==> src/rtl/fss_pkg.sv <==
// Shared types and constants for the flash block sequencer.
package fss_pkg;
    typedef enum logic {OP_ERASE = 1'b0, OP_PROG = 1'b1} fss_op_e;

    localparam logic [1:0] ST_OK      = 2'd0;
    localparam logic [1:0] ST_TIMEOUT = 2'd1;
    localparam logic [1:0] ST_NODEV   = 2'd2;

    localparam logic [15:0] UNLOCK_DATA1 = 16'h00AA;
    localparam logic [15:0] UNLOCK_DATA2 = 16'h0055;
    localparam int          UNLOCK_WORD1 = 'h555;
    localparam int          UNLOCK_WORD2 = 'h2AA;
    localparam logic [15:0] ERASED_WORD  = 16'hFFFF;
endpackage

==> src/rtl/fss_dev_geom.sv <==
// Device lookup and erase-step selection.
// Assumes: dev_code and the geometry inputs are stable while used.
module fss_dev_geom #(
    parameter int AW = 24,
    parameter int NDEV = 2,
    parameter logic [NDEV*16-1:0] DEV_CODES = {16'h22C4, 16'h2249},
    parameter logic [NDEV*AW-1:0] SUB_BASES = {24'h1F0000, 24'h000000}
) (
    input  logic [15:0]   dev_code,
    input  logic [AW-1:0] cur_addr,
    input  logic [AW-1:0] sub_mask,
    input  logic [AW-1:0] sect_size,
    input  logic [AW-1:0] sub_size,
    output logic          known,
    output logic [AW-1:0] step
);
    logic [NDEV-1:0] hit;
    logic [AW-1:0]   base;

    // One comparator per configured device
    for (genvar g = 0; g < NDEV; g++) begin : g_dev
        assign hit[g] = (dev_code == DEV_CODES[g*16 +: 16]);
    end

    // Pick the matching subsector base and the step size
    always_comb begin
        base = '0;
        for (int i = 0; i < NDEV; i++) begin
            if (hit[i]) base = SUB_BASES[i*AW +: AW];
        end
        known = |hit;
        step  = ((cur_addr & sub_mask) == base) ? sub_size : sect_size;
    end
endmodule

==> src/rtl/fss_cmd_writer.sv <==
// Issues one unlock-prefixed command burst, one write per cycle.
// Assumes: op, tgt_addr and tgt_data are held stable during the burst.
module fss_cmd_writer
    import fss_pkg::*;
#(
    parameter int AW = 24,
    parameter logic [15:0] CMD_ERASE_SETUP = 16'h0080,
    parameter logic [15:0] CMD_SECT_ERASE  = 16'h0030,
    parameter logic [15:0] CMD_PROGRAM     = 16'h00A0
) (
    input  logic          clk,
    input  logic          rst_n,
    input  logic          go,
    input  fss_op_e       op,
    input  logic [AW-1:0] tgt_addr,
    input  logic [15:0]   tgt_data,
    output logic          we,
    output logic [AW-1:0] addr,
    output logic [15:0]   wdata,
    output logic          last
);
    localparam logic [AW-1:0] A_UNL1 = AW'(UNLOCK_WORD1 << 1);
    localparam logic [AW-1:0] A_UNL2 = AW'(UNLOCK_WORD2 << 1);

    logic       active;
    logic [2:0] idx;
    logic [2:0] final_idx;

    assign final_idx = (op == OP_ERASE) ? 3'd5 : 3'd3;
    assign we        = active;
    assign last      = active && (idx == final_idx);

    // Address and data for the current burst position
    always_comb begin
        addr  = A_UNL1;
        wdata = UNLOCK_DATA1;
        if (op == OP_ERASE) begin
            case (idx)
                3'd1, 3'd4: begin addr = A_UNL2; wdata = UNLOCK_DATA2; end
                3'd2:       begin addr = A_UNL1; wdata = CMD_ERASE_SETUP; end
                3'd5:       begin addr = tgt_addr; wdata = CMD_SECT_ERASE; end
                default:    begin addr = A_UNL1; wdata = UNLOCK_DATA1; end
            endcase
        end else begin
            case (idx)
                3'd1:    begin addr = A_UNL2; wdata = UNLOCK_DATA2; end
                3'd2:    begin addr = A_UNL1; wdata = CMD_PROGRAM; end
                3'd3:    begin addr = tgt_addr; wdata = tgt_data; end
                default: begin addr = A_UNL1; wdata = UNLOCK_DATA1; end
            endcase
        end
    end

    // Burst position counter
    always_ff @(posedge clk) begin
        if (!rst_n) begin
            active <= 1'b0;
            idx    <= '0;
        end else if (go) begin
            active <= 1'b1;
            idx    <= '0;
        end else if (active) begin
            if (last) active <= 1'b0;
            else      idx    <= idx + 3'd1;
        end
    end
endmodule

==> src/rtl/fss_poller.sv <==
// Bounded readback poll: wait gap cycles, read, compare, repeat.
// Assumes: read data returns the cycle after re; inputs stable while busy.
module fss_poller #(
    parameter int AW = 24,
    parameter int CW = 16
) (
    input  logic          clk,
    input  logic          rst_n,
    input  logic          go,
    input  logic [AW-1:0] tgt_addr,
    input  logic [15:0]   expect_word,
    input  logic [CW-1:0] gap,
    input  logic [CW-1:0] limit,
    output logic          re,
    output logic [AW-1:0] addr,
    input  logic [15:0]   rdata,
    output logic          done,
    output logic          timeout
);
    typedef enum logic [1:0] {PL_IDLE, PL_WAIT, PL_READ, PL_CHECK} pl_state_e;

    pl_state_e     state;
    logic [CW-1:0] dcnt;
    logic [CW-1:0] reads;
    logic [CW:0]   reads_nx;
    logic          match;
    logic          spent;

    assign reads_nx = {1'b0, reads} + 1'b1;
    assign match    = (rdata == expect_word);
    assign spent    = (reads_nx >= {1'b0, limit});
    assign re       = (state == PL_READ);
    assign addr     = tgt_addr;
    assign done     = (state == PL_CHECK) && (match || spent);
    assign timeout  = (state == PL_CHECK) && !match && spent;

    // Poll state machine
    always_ff @(posedge clk) begin
        if (!rst_n) begin
            state <= PL_IDLE;
            dcnt  <= '0;
            reads <= '0;
        end else begin
            case (state)
                PL_IDLE: if (go) begin
                    state <= PL_WAIT;
                    dcnt  <= gap;
                    reads <= '0;
                end
                PL_WAIT: begin
                    if (dcnt == '0) state <= PL_READ;
                    else            dcnt  <= dcnt - 1'b1;
                end
                PL_READ: state <= PL_CHECK;
                PL_CHECK: begin
                    if (match || spent) begin
                        state <= PL_IDLE;
                    end else begin
                        state <= PL_WAIT;
                        dcnt  <= gap;
                        reads <= reads_nx[CW-1:0];
                    end
                end
                default: state <= PL_IDLE;
            endcase
        end
    end
endmodule

==> src/rtl/fss_flash_seq.sv <==
// Top: erases the sectors under a block, then programs it word by word.
// Assumes: geometry, gap and limit ports are stable during an operation;
// blk_off + blk_size fits in AW bits; start is ignored unless idle.
module fss_flash_seq
    import fss_pkg::*;
#(
    parameter int AW = 24,
    parameter int CW = 16,
    parameter int NDEV = 2,
    parameter logic [NDEV*16-1:0] DEV_CODES = {16'h22C4, 16'h2249},
    parameter logic [NDEV*AW-1:0] SUB_BASES = {24'h1F0000, 24'h000000},
    parameter logic [15:0] CMD_ERASE_SETUP = 16'h0080,
    parameter logic [15:0] CMD_SECT_ERASE  = 16'h0030,
    parameter logic [15:0] CMD_PROGRAM     = 16'h00A0
) (
    input  logic          clk,
    input  logic          rst_n,
    input  logic          start,
    input  logic [AW-1:0] blk_off,
    input  logic [AW-1:0] blk_size,
    input  logic [15:0]   dev_code,
    input  logic [AW-1:0] sect_size,
    input  logic [AW-1:0] sub_size,
    input  logic [AW-1:0] sub_mask,
    input  logic [CW-1:0] erase_gap,
    input  logic [CW-1:0] erase_limit,
    input  logic [CW-1:0] prog_gap,
    input  logic [CW-1:0] prog_limit,
    output logic          buf_rd,
    output logic [AW-2:0] buf_addr,
    input  logic [15:0]   buf_rdata,
    output logic [AW-1:0] fl_addr,
    output logic [15:0]   fl_wdata,
    output logic          fl_we,
    output logic          fl_re,
    input  logic [15:0]   fl_rdata,
    output logic          done,
    output logic [1:0]    status
);
    typedef enum logic [2:0] {
        S_IDLE, S_ERASE, S_FETCH, S_LATCH, S_PROG, S_FIN
    } seq_state_e;

    seq_state_e    state;
    fss_op_e       op_q;
    logic [AW-1:0] cur;
    logic [AW-1:0] base_q;
    logic [AW:0]   end_q;
    logic [15:0]   dev_q;
    logic [15:0]   wdata_q;
    logic [1:0]    status_q;
    logic          cmd_go;

    logic          known;
    logic [AW-1:0] step;
    logic [AW:0]   next_sect;
    logic [AW:0]   next_word;
    logic [AW-1:0] word_off;
    logic [15:0]   dev_sel;

    logic          wr_we, wr_last;
    logic [AW-1:0] wr_addr;
    logic [15:0]   wr_data;
    logic          pl_re, pl_done, pl_to;
    logic [AW-1:0] pl_addr;

    assign dev_sel   = (state == S_IDLE) ? dev_code : dev_q;
    assign next_sect = {1'b0, cur} + {1'b0, step};
    assign next_word = {1'b0, cur} + {{AW-1{1'b0}}, 2'd2};
    assign word_off  = cur - base_q;
    assign buf_addr  = word_off[AW-1:1];
    assign buf_rd    = (state == S_FETCH);
    assign done      = (state == S_FIN);
    assign status    = status_q;

    fss_dev_geom #(
        .AW(AW), .NDEV(NDEV), .DEV_CODES(DEV_CODES), .SUB_BASES(SUB_BASES)
    ) u_geom (
        .dev_code (dev_sel),
        .cur_addr (cur),
        .sub_mask (sub_mask),
        .sect_size(sect_size),
        .sub_size (sub_size),
        .known    (known),
        .step     (step)
    );

    fss_cmd_writer #(
        .AW(AW), .CMD_ERASE_SETUP(CMD_ERASE_SETUP),
        .CMD_SECT_ERASE(CMD_SECT_ERASE), .CMD_PROGRAM(CMD_PROGRAM)
    ) u_wr (
        .clk     (clk),
        .rst_n   (rst_n),
        .go      (cmd_go),
        .op      (op_q),
        .tgt_addr(cur),
        .tgt_data(wdata_q),
        .we      (wr_we),
        .addr    (wr_addr),
        .wdata   (wr_data),
        .last    (wr_last)
    );

    fss_poller #(.AW(AW), .CW(CW)) u_poll (
        .clk        (clk),
        .rst_n      (rst_n),
        .go         (wr_last),
        .tgt_addr   (cur),
        .expect_word((op_q == OP_ERASE) ? ERASED_WORD : wdata_q),
        .gap        ((op_q == OP_ERASE) ? erase_gap : prog_gap),
        .limit      ((op_q == OP_ERASE) ? erase_limit : prog_limit),
        .re         (pl_re),
        .addr       (pl_addr),
        .rdata      (fl_rdata),
        .done       (pl_done),
        .timeout    (pl_to)
    );

    // Flash bus: writer owns it during a burst, poller otherwise
    always_comb begin
        fl_we    = wr_we;
        fl_re    = pl_re;
        fl_wdata = wr_data;
        fl_addr  = wr_we ? wr_addr : pl_addr;
    end

    // Operation sequencing
    always_ff @(posedge clk) begin
        if (!rst_n) begin
            state    <= S_IDLE;
            op_q     <= OP_ERASE;
            cur      <= '0;
            base_q   <= '0;
            end_q    <= '0;
            dev_q    <= '0;
            wdata_q  <= '0;
            status_q <= ST_OK;
            cmd_go   <= 1'b0;
        end else begin
            cmd_go <= 1'b0;
            case (state)
                S_IDLE: if (start) begin
                    op_q   <= OP_ERASE;
                    cur    <= blk_off;
                    base_q <= blk_off;
                    end_q  <= {1'b0, blk_off} + {1'b0, blk_size};
                    dev_q  <= dev_code;
                    if (!known) begin
                        status_q <= ST_NODEV;
                        state    <= S_FIN;
                    end else if (blk_size == '0) begin
                        status_q <= ST_OK;
                        state    <= S_FIN;
                    end else begin
                        cmd_go <= 1'b1;
                        state  <= S_ERASE;
                    end
                end
                S_ERASE: if (pl_done) begin
                    if (pl_to) begin
                        status_q <= ST_TIMEOUT;
                        state    <= S_FIN;
                    end else if (next_sect >= end_q) begin
                        op_q  <= OP_PROG;
                        cur   <= base_q;
                        state <= S_FETCH;
                    end else begin
                        cur    <= next_sect[AW-1:0];
                        cmd_go <= 1'b1;
                    end
                end
                S_FETCH: state <= S_LATCH;
                S_LATCH: begin
                    wdata_q <= buf_rdata;
                    cmd_go  <= 1'b1;
                    state   <= S_PROG;
                end
                S_PROG: if (pl_done) begin
                    if (pl_to) begin
                        status_q <= ST_TIMEOUT;
                        state    <= S_FIN;
                    end else if (next_word >= end_q) begin
                        status_q <= ST_OK;
                        state    <= S_FIN;
                    end else begin
                        cur   <= next_word[AW-1:0];
                        state <= S_FETCH;
                    end
                end
                S_FIN:   state <= S_IDLE;
                default: state <= S_IDLE;
            endcase
        end
    end
endmodule

==> config.mk <==
export PLATFORM = sky130hd
export DESIGN_NAME = fss_flash_seq
export DESIGN_NICKNAME = d
export VERILOG_FILES = /design/src/rtl/fss_pkg.sv /design/src/rtl/fss_dev_geom.sv /design/src/rtl/fss_cmd_writer.sv /design/src/rtl/fss_poller.sv /design/src/rtl/fss_flash_seq.sv
export SDC_FILE = /design/constraint.sdc
export NUM_CORES = 1
export LEC_CHECK = 0
export ABC_AREA = 1
export BUFFER_PORTS_ARGS = -buffer_cell sky130_fd_sc_hd__buf_4
export CAP_MARGIN = 20
export CELL_PAD_IN_SITES_DETAIL_PLACEMENT = 2
export CELL_PAD_IN_SITES_GLOBAL_PLACEMENT = 2
export CORE_MARGIN = 3
export CORE_UTILIZATION = 32
export DETAILED_ROUTE_END_ITERATION = 10
export PLACE_DENSITY_LB_ADDON = 0.1
export SLEW_MARGIN = 10
export SYNTH_ARGS = -nofsm -noshare
export SYNTH_HDL_FRONTEND = slang
export SYNTH_SLANG_ARGS = --single-unit
export TNS_END_PERCENT = 50
==> constraint.sdc <==
create_clock -name clk -period 12.7 [get_ports clk]
set_input_delay 1.905 -clock clk [delete_from_list [all_inputs] [get_ports clk]]
set_output_delay 1.905 -clock clk [all_outputs]
set_load 0.02 [all_outputs]
[After elaboration in Yosys (flattened, before gate mapping)]
Cells that the tools add are included.
Storage, ports and cells
  register bits: 150
  latch bits: 0
  RAM bits: 0
  memory bits (read-only): 0
  bits of input ports: 235
  output and inout port bits: 69
  logic and storage cells: 153
  memories kept: 0
Cells by class
  $add $sub $neg: 7
  multiply operators: 0
  div/mod/pow operators: 0
  magnitude comparators: 3
  equal/unequal tests: 33
  shift operators: 0
  mux-type cells: 67
  bitwise gates (word level): 3
  reduce and logical (&&, ||, !) cells: 26
Operators with widths (number)
  2-to-1 mux 24 bit: 10
  2-to-1 mux 16 bit: 10
  one-hot mux 16 bit (3 select lines): 2
  one-hot mux 24 bit (2 select lines): 2
  one-hot mux 24 bit (3 select lines): 1
  adder 24 x 24 -> 25 bit: 2
  greater-or-equal comparator 25 bit: 2
  equality test 16 x 14 -> 1 bit, second input constant: 2
  one-hot mux 16 bit (2 select lines): 1
  2-to-1 mux 3 bit: 10
  adder 24 x 2 -> 25 bit, second input constant: 1
  bitwise AND 24 bit: 1
  equality test 24 x 21 -> 1 bit: 1
  zero test 24 bit: 1
  one-hot mux 8 bit (3 select lines): 1
  subtractor 24 bit: 1
  2-to-1 mux 21 bit: 1
  2-to-1 mux 2 bit: 10
  inequality test 2 bit, second input constant: 10
  adder 16 x 1 -> 17 bit, second input constant: 1
  greater-or-equal comparator 17 x 16 -> 1 bit: 1
  equality test 16 bit: 1
  zero test 16 bit: 1
  subtractor 16 x 1 -> 16 bit, second input constant: 1
  30 further kinds: 65

[Logic depth before layout (Yosys ltp)]
Gate-level depths: netlist of the first run.
  depth after elaboration: 12
  depth in mapped cells: 41
  mapped depth without buffers: 38

[Hierarchy]
From an unflattened synthesis of the first run, not the netlist that was laid out.
Second synthesis, totals
  cell total of the unflattened synthesis: 2743
  area, all modules: 16682.2 um^2
By module, submodules not included
  fss_flash_seq: instances 1, cells each 1881, area each 11657.4 um^2, sequential area each 2242.2 um^2
  fss_poller: instances 1, cells each 549, area each 3363.2 um^2, sequential area each 680.7 um^2
  fss_cmd_writer: instances 1, cells each 153, area each 882.1 um^2, sequential area each 80.1 um^2
  fss_dev_geom: instances 1, cells each 160, area each 779.5 um^2, sequential area each 0.0 um^2

[Least setup slack after synthesis of the first run]
No wires, ideal clock.
  path type: input to register
  start point: in sub_mask[12]
  end point: reg cur[7]
  library setup time: 113 ps
  arrival: 6147 ps
  required time: 12587 ps
  slack: 6440 ps
  stages: 31
  cell sequence: a22o_1 nor3_1 nand2_1 nor4_1 nand3_2 clkbuf_1 o21ai_1 ha_1 inv_1 fa_1 o21ai_0 nand3_1 nand2_1 nand3_1 nand2_1 nand2_1 nand2_1 inv_1 ha_1 a21oi_1 o21a_1 nand2_1 nand2_1 nand3_1 nor2_1 buf_2 nand2_1 nand3_1 nand3_1 nor2_1 nor2_1
Between the ends
  longest elaborated chain between the ends: 9
RTL lines
  from (decl): RTL line fss_flash_seq.sv:24  | input logic [AW-1:0] sub_mask,
  bitwise AND 24 bit (*): RTL line fss_dev_geom.sv:32  | step = ((cur_addr & sub_mask) == base) ? sub_size : sect_size;
  equality test 24 x 21 -> 1 bit (*): RTL line fss_dev_geom.sv:32
  2-to-1 mux 24 bit (*): RTL line fss_dev_geom.sv:32
  adder 24 x 24 -> 25 bit (*): RTL line fss_flash_seq.sv:68  | assign next_sect = {1'b0, cur} + {1'b0, step};
  greater-or-equal comparator 25 bit: RTL line fss_flash_seq.sv:163  | end else if (next_sect >= end_q) begin
  2-to-1 mux 24 bit (*): RTL line fss_flash_seq.sv:163
  2-to-1 mux 24 bit (*): RTL line fss_flash_seq.sv:160  | if (pl_to) begin
  2-to-1 mux 24 bit (*): RTL line fss_flash_seq.sv:159  | S_ERASE: if (pl_done) begin
  one-hot mux 24 bit (3 select lines) (*): RTL line fss_flash_seq.sv:141  | case (state)
  to (signal assigned): RTL line fss_flash_seq.sv:144  | cur <= blk_off;
  to (signal assigned): RTL line fss_flash_seq.sv:165  | cur <= base_q;
  to (signal assigned): RTL line fss_flash_seq.sv:168  | cur <= next_sect[AW-1:0];
  to (decl): RTL line fss_flash_seq.sv:46  | logic [AW-1:0] cur;
Mark *: on every way between the ends. The rest lies on a longest branch, timed or not. The select of a mux whose other input is x is not followed.
A chain may end at the register's enable or synchronous reset.

[Worst setup path in the final report of the first run]
  start point: in sub_mask[2]
  end point: reg cur[10]
The elaborated chain is that of the path after synthesis.

==> results of run 1 <==
[worst min path at each step]
| stage | start | endpoint | slack (ns) |
|---|---|---|---|
| finish | dev_q[1] | dev_q[1] | 0.46 |
| global route | dev_q[1] | dev_q[1] | 0.50 |
| CTS | dev_q[1] | dev_q[1] | 0.47 |
| detailed placement | u_poll.dcnt[1] | u_poll.dcnt[1] | 0.46 |
| global placement | dev_q[1] | dev_q[1] | 0.44 |
| floorplan | dev_q[1] | dev_q[1] | 0.43 |
[cell type report]
cell class | instances | area, sq um
antenna | 1 | 2.50
sequential | 150 | 3000
inverter | 408 | 1530
clock buffer | 18 | 439
multi-input combinational | 2067 | 11300
tap | 664 | 831
fill | 6400 | 29800
clock inverter | 14 | 189
timing repair buffer | 314 | 2360
[metrics by stage]
stage          instances  setup WS (ns)  power, mW
2_1_floorplan       2703           6.44       3.31
4_1_cts             3635           5.40       5.32
3_5_place_dp        3603           4.89       4.71
5_1_grt             3635           4.74       5.80
6_report            3636           5.24       5.34
3_3_place_gp        3603           5.11       4.52
[routing by layer]
metal | up-vias | GRT usage, % | part of all wire (%)
li1 | 9239 | - | -
met1 | 9594 | 38.7 | 47
met2 | 354 | 49.6 | 48
met3 | 57 | 3.79 | 3.9
met4 | 0 | 5.52 | 1.5
met5 | - | 0 | 0
[sequential cells by signal, summed over array words and instances, names as in the netlist]
| signal | flops |
|---|---|
| cur | 24 |
| status | 2 |
| dev_q | 16 |
| wdata_q | 16 |
| u_poll.state | 2 |
| u_wr.we | 1 |
| base_q | 24 |
| u_wr.idx | 3 |
| op_q | 1 |
| end_q | 25 |
| cmd_go | 1 |
| u_poll.reads | 16 |
| state | 3 |
| u_poll.dcnt | 16 |
[worst reg2reg max path: cells and delay by family, from the launching register on]
kind            cells  cell delay (ns)
simple gates       21             3.71
buf+inv             5             1.09
flops               1             0.78
fa+ha+maj           2             0.75
xor+xnor            1             0.43
compound gates      1             0.07
[cells in the final DEF, fill, tap and decap left out, types with 8 or more instances in the layout]
master     instances
o21ai_0          186
nand2_2            9
nor4_1            14
o211ai_1          17
o21bai_2          25
xnor2_1           26
a21o_1            10
nand3_1          151
mux2i_1           15
inv_2              9
nor2_1           306
nand3b_1          14
nand4_1           36
o21ai_1           11
ha_1             151
buf_4            314
o21bai_1          16
dfxtp_1          149
o21ai_2           14
a22o_1             8
inv_1            398
nor3_1            33
clkbuf_16         17
a21oi_1          208
xor2_1            49
nand2_1          703
[kinds of logic (layout without fill, tap and decap cells)]
kind of cell | Yosys count | after routing
compound gates | 529 | 529
xor+xnor | 75 | 75
fa+ha+maj | 154 | 154
buf+inv | 486 | 754
flops | 150 | 150
mux | 15 | 15
other cells | 0 | 1
simple gates | 1294 | 1294
[power by group through the flow]
stage	clock network, mW	registers (mW)	logic [mW]
after floorplan	0	0.694	2.62
after global placement	0	0.766	3.76
after detailed placement	0	0.773	3.93
after CTS	0.584	0.765	3.97
after global routing	0.602	0.784	4.41
final	0.571	0.769	4.00
==> results.md, run 1 <==
* Outcome: finished clean
* # rows at 81
* Yosys top cell area share at 18.5%
* Pwr/cell area at 272 nW/um^2
* Worst hold path class: reg -> reg
* Die width at 231 um
* EDFF count, synth at 0
* Lkg Pwr at 9.94 nW
* CP Depth at 31
* Biggest area consumer among synthesized cells: dfxtp_1
* Fin. max-slew vios at 0
* Clock latency on the worst-skew pair at 0.48 ns
* Reg2reg end: cur[10]
* Synth area leaders: dfxtp_1 19%, nand2_1 16%, ha_1 12%, inv_1 9.2%, nor2_1 7.1%
* Pint at 2.22 mW
* Register area share after synthesis at 18.5%
* Clk pwr share at 10.7%
* CTS resizes at 0
* Post-layout instance area at 19600 sq um
* IO buf count at 303
* Mean post-synth cell area at 5.99 sq um
* Max Freq at 134 MHz
* Final hold vios at 0
* Switching power at 3.11 mW
* Worst setup startpoint: sub_mask[2]
* Netlist cell types at 54
* Post-synthesis compound-gate area fraction at 19.0%
* Clock skew at 0.0155 ns
* Layout cells sized above 1 at 14.5%
* Die Footprint at 53400 sq um
* CP Launch Type: input port
* Post-Syn Instances at 2703
* HPWL after DPL at 63.8 mm
* Final Setup Violations at 0
* Crit share post-route at 58.7%
* Unrepaired setup endpoints after global routing: no
* Worst-case reg-to-reg path depth at 30
* Worst-path fanout max at 35
* Largest family of logic cells by synthesized area: simple AND/OR/NAND/NOR gates
* Crit path to: cur[10]
* Placed cell areas at 19000 sq um
* Critical Path AT at 7.88 ns
* CTS H-Tree Depth at 4
* Max_cap viols at 0
* RR Startpoint: cur[16]
* Initial antenna violation count at 0
* Sw Share at 58.3%
* CP bufs+invs at 6
* Count leader, synth: nand2_1
* Max incr delay on CP at 0.62 ns
* CTS max path bufs at 2
* Post-synthesis adder-cell area fraction at 12.0%
* Worst-Margin Slew at 1.01 ns
* Minimum clock period at 7.46 ns
* Final setup TNS at 0 ns
* Syn nets at 3092
* Clk slew on worst S/H paths at 0.08 ns
* WL per Instance at 21.5 um
* Synth warnings at 0
* Post-layout util at 39.7%
* TritonCTS clock tree: done
* Die span in y at 231 um
* Vias in the first global route at 20900
* DR vias at 19200
* Final ANT Viol Nets at 0
* Dominant synthesized flop cell: dfxtp_1
* Most frequent CP cell: nand2_1
* Total CTS buffers at 17
* RD Place Congestion at 0.886
* Overflow after GRT at 0
* Initial Utilization at 32.8%
* Flop2flop setup slack at 5.80 ns
* Crit end category: flop
* CP top delay family: simple AND/OR/NAND/NOR gates
* FFs w/ async S/R, synth at 0%
* Register share of total power at 14.4%
* Worst Hold Slack at 0.462 ns
* Io pins at 304
* Synthesized area at 16200 sq um
* GRT Total Usage at 28.8%
* First-pass GRT wire length at 120 mm
* Hold-fix buffers at CTS at 0
* Synth-to-Final Area Change at 21.1%
* Mux cell area share after synthesis at 0.927%
* Maximum vdd drop at 0.122 mV
* Synth Area in XOR/XNOR at 4.05%
* Vias/cell at 5.29
* Core area at 49500 sq um
* Worst hold path cell count at 2
* CP Class: in -> reg
* Most common library cells after synthesis: 703 x nand2_1, 398 x inv_1, 307 x nor2_1, 209 x a21oi_1, 186 x o21ai_0
* Synth Area in Simple Gates at 33.4%
* Setup bufs post-CTS at 0
* Logic pwr share at 74.9%
* Largest net degree at the start of global routing at 82
* Num Clock Sinks at 150
* 1st-iter DRT viols at 904
* Worst slew margin at 32.7%
* Critical-path top delay cell: nor4_1
* Nets at 3347
* Worst EP required at 13.12 ns
* Root Buffer: clkbuf_16
* Residual DRC count at 0
* Yosys reg bits at 150
* Drt first pass iters at 6
* Post-Route WL at 78.1 mm
No activity file was read; power rests on OpenSTA's default activity.
==> run 2, diff against run 1 <==
--- a/config.mk
+++ b/config.mk
@@ -5,7 +5,7 @@
 export SDC_FILE = /design/constraint.sdc
 export NUM_CORES = 1
 export LEC_CHECK = 0
-export ABC_AREA = 1
+export ABC_AREA = 0
 export BUFFER_PORTS_ARGS = -buffer_cell sky130_fd_sc_hd__buf_4
 export CAP_MARGIN = 20
 export CELL_PAD_IN_SITES_DETAIL_PLACEMENT = 2
==> constraint.sdc (replaced) <==
create_clock -name clk -period 7.1 [get_ports clk]
set_input_delay 1.065 -clock clk [delete_from_list [all_inputs] [get_ports clk]]
set_output_delay 1.065 -clock clk [all_outputs]
set_load 0.02 [all_outputs]
==> run 2 against run 1 <==
Largest cell class unchanged; highest routed layer is now met5; clock power grew 86%; count of clock-buffer cells in the layout shrank 1; power rose by 94%; final area decreased by 5.5%; sequential power up 64%; non-clock buffer count rose by 123; wire length decreased by 20%; final cell count is 23% lower; sequential cell count did not move; critical path depth rose by 3; clock skew is 0.0010 ns lower; combinational power up 100%.
==> results.md, run 2 <==
* Pwr/cell area at 559 nW/um^2 (+110%)
* Post-layout util at 42.9% (+3.3 points)
* Worst-Margin Slew at 0.880 ns (-0.130 ns)
* TritonCTS clock tree: done
* Final Setup Violations at 0 (unchanged)
* Core area at 43200 sq um (-13%)
* Synth area leaders: dfxtp_1 21%, ha_1 13%, a21oi_1 6.5%, nand2_1 6.5%, xnor2_1 3.2%
* Critical-path top delay cell: fa_1
* Pre-CTS setup slack at -0.967 ns (-5.85 ns)
* Worst-path fanout max at 5 (-86%)
* Switching power at 5.19 mW (+67%)
* Commonest non-fill, non-tap cell in the layout: buf_4
* Critical Path AT at 7.12 ns (-0.76 ns)
* Yosys reg bits at 150 (unchanged)
* Fin. max-slew vios at 0 (unchanged)
* CP top delay family: compound AO/OA/AOI/OAI gates
* Drt first pass iters at 8 (+2)
* First-pass GRT wire length at 97.4 mm (-19%)
* GRT Total Usage at 26.3% (-2.5 points)
* Synth-to-Final Area Change at 32.3%
* Logic pwr share at 77.6% (+2.7 points)
* FFs w/ async S/R, synth at 0% (unchanged)
* Maximum vdd drop at 0.491 mV (+300%)
* Final hold vios at 0 (unchanged)
* # rows at 76 (-6.2%)
* Clk pwr share at 10.3% (-0.4 points)
* Most common library cells after synthesis: 244 x nand2_1, 183 x a21oi_1, 151 x ha_1, 150 x dfxtp_1, 114 x nor2_1
* CTS H-Tree Depth at 4 (unchanged)
* Overflow after GRT at 0 (unchanged)
* Hold-fix buffers at CTS at 0 (unchanged)
* Pint at 5.17 mW (+130%)
* Most frequent CP cell: buf_4
* EDFF count, synth at 0 (unchanged)
* Register share of total power at 12.2% (-2.2 points)
* Mean post-synth cell area at 7.59 sq um (+27%)
* Die Footprint at 46300 sq um (-13%)
* Largest registers: end_q (25), base_q (24), cur (24)
* Crit share post-route at 96.0%
* Total CTS buffers at 17 (unchanged)
* Vias/cell at 5.61 (+6.0%)
* Count leader, synth: nand2_1
* RR Startpoint: state[1]
* Largest register FFs at 25 (unchanged)
* Clock latency on the worst-skew pair at 0.46 ns (-0.02 ns)
* Crit end category: flop
* Final worst slack at 0.286 ns (-4.96 ns)
* Clk slew on worst S/H paths at 0.07 ns (about the same)
* Top reg by flops: end_q
* Num Clock Sinks at 150 (unchanged)
* Filler-free cell count of the finished design at 2801 (-23%)
* Max Freq at 147 MHz
* 1st-iter DRT viols at 793 (-12%)
* Hold_sp: end_q[12]
* Post-Route WL at 62.3 mm (-20%)
* Worst Hold Slack at 0.457 ns (-0.00533 ns)
* Syn nets at 2235 (-28%)
* Post-Syn Instances at 1846 (-32%)
* Initial Utilization at 32.4% (-0.31 points)
* CP Launch Type: input port
* Io pins at 304 (unchanged)
* Lkg Pwr at 8.16 nW (-18%)
* WL per Instance at 22.3 um (+3.6%)
* Vias in the first global route at 17200 (-17%)
* Final ANT Viol Nets at 0 (unchanged)
* Initial antenna violation count at 1 (+1)
* Die width at 215 um (-6.8%)
* Outcome: finished clean
* Root Buffer: clkbuf_16
* Worst setup startpoint: dev_code[11]
* Biggest area consumer among synthesized cells: dfxtp_1
* CTS max path bufs at 2 (unchanged)
* IO buf count at 303 (unchanged)
* Register area share after synthesis at 21.4% (+2.9 points)
* Largest net degree at the start of global routing at 75 (-8.5%)
* CP Class: in -> reg
* HPWL after DPL at 49.3 mm (-23%)
* CP bufs+invs at 10 (+4)
* Minimum clock period at 6.81 ns
* Sw Share at 50.1% (-8.2 points)
* Die span in y at 215 um (-6.8%)
* Synth warnings at 0 (unchanged)
* Layout cells sized above 1 at 24.2% (+9.7 points)
* Max_cap viols at 0 (unchanged)
* Clock skew at 0.0144 ns (-0.00103 ns)
* Worst hold path class: reg -> reg
* Dominant synthesized flop cell: dfxtp_1
* Worst slew margin at 41.3% (+8.6 points)
* RD Place Congestion at 0.867 (-2.2%)
* Residual DRC count at 0 (unchanged)
* Yosys top cell area share at 21.4% (+2.9 points)
* Netlist cell types at 77 (+43%)
* Worst EP required at 7.41 ns (-5.71 ns)
* Inst Count DP at 2767 (-23%)
* Nets at 2594 (-22%)
* DR vias at 15700 (-18%)
* Most frequent cells in the layout: 430 x buf_4, 242 x nand2_1, 181 x a21oi_1
* Max incr delay on CP at 0.38 ns (-0.24 ns)
* Diode count at 0 (-1)
* Synthesized area at 14000 sq um (-14%)
* Final setup TNS at 0 ns (unchanged)
==> run 2: path summary, 6_finish.rpt <==
path / endpoint / cells past startpoint / slack [ns]
max: cur[8] / 34 / 0.29
min: end_q[12] / 2 / 0.46
max reg2reg: cur[8] / 33 / 0.31
min reg2reg: end_q[12] / 2 / 0.46
==> run 2: layout make-up <==
type	instances	area, sq um
clock buffer	17	425
clock inverter	13	230
fill	5067	24600
inverter	85	322
multi-input combinational	1514	10500
sequential	150	3010
tap	585	732
timing repair buffer	437	3320
==> run 2: metal layers <==
metal / vias to the layer above / track usage (%) / part of all wire, % / wire length, um
li1: 7480 / - / - / -
met1: 7839 / 31.7 / 43 / 26900
met2: 323 / 48.3 / 51 / 31700
met3: 65 / 4.60 / 4.1 / 2530
met4: 2 / 6.61 / 1.8 / 1130
met5: - / 0 / 0.032 / 20
==> run 2: power groups by stage <==
stage          clock network (mW)  registers (mW)  logic [mW]
5_1_grt                      1.12            1.29        8.78
6_report                     1.06            1.26        8.04
3_3_place_gp                    0            1.27        7.38
2_1_floorplan                   0            1.22        4.55
4_1_cts                      1.08            1.26        7.85
3_5_place_dp                    0            1.28        7.67
==> run 2: per-stage QoR <==
| step | total power, mW | area [sq um] |
|---|---|---|
| after floorplan | 5.76 | 14000 |
| after detailed placement | 8.95 | 17600 |
| final | 10.4 | 18500 |
| after CTS | 10.2 | 18400 |
| after global routing | 11.2 | 18500 |
| after global placement | 8.65 | 17600 |
==> run 2: logic make-up (layout without fill, tap and decap cells) <==
| logic type | Yosys count | after routing | synth area share (%) |
|---|---|---|---|
| adder cells (fa/ha/maj) | 154 | 154 | 13.9 |
| multiplexers | 65 | 65 | 4.90 |
| AND/OR/NAND/NOR | 636 | 636 | 21.9 |
| AO/OA/AOI/OAI | 574 | 574 | 27.3 |
| flip-flops | 150 | 150 | 21.4 |
| buffers and inverters | 182 | 552 | 5.19 |
| XOR/XNOR | 85 | 85 | 5.32 |
==> run 2: tightest hold or removal path, cell delays in order, from the launching register on <==
cell,delay (ns)
dfxtp_1,0.31
nand2_1,0.05
a21oi_1,0.05
==> run 2: what timing repair did <==
action | in CTS | in global routing
setup endpoints to repair | 29 | 29
buffers inserted | 1 | 3
cloned | 0 | 0
gates resized for setup | 15 | 30
pin swaps | 4 | 22
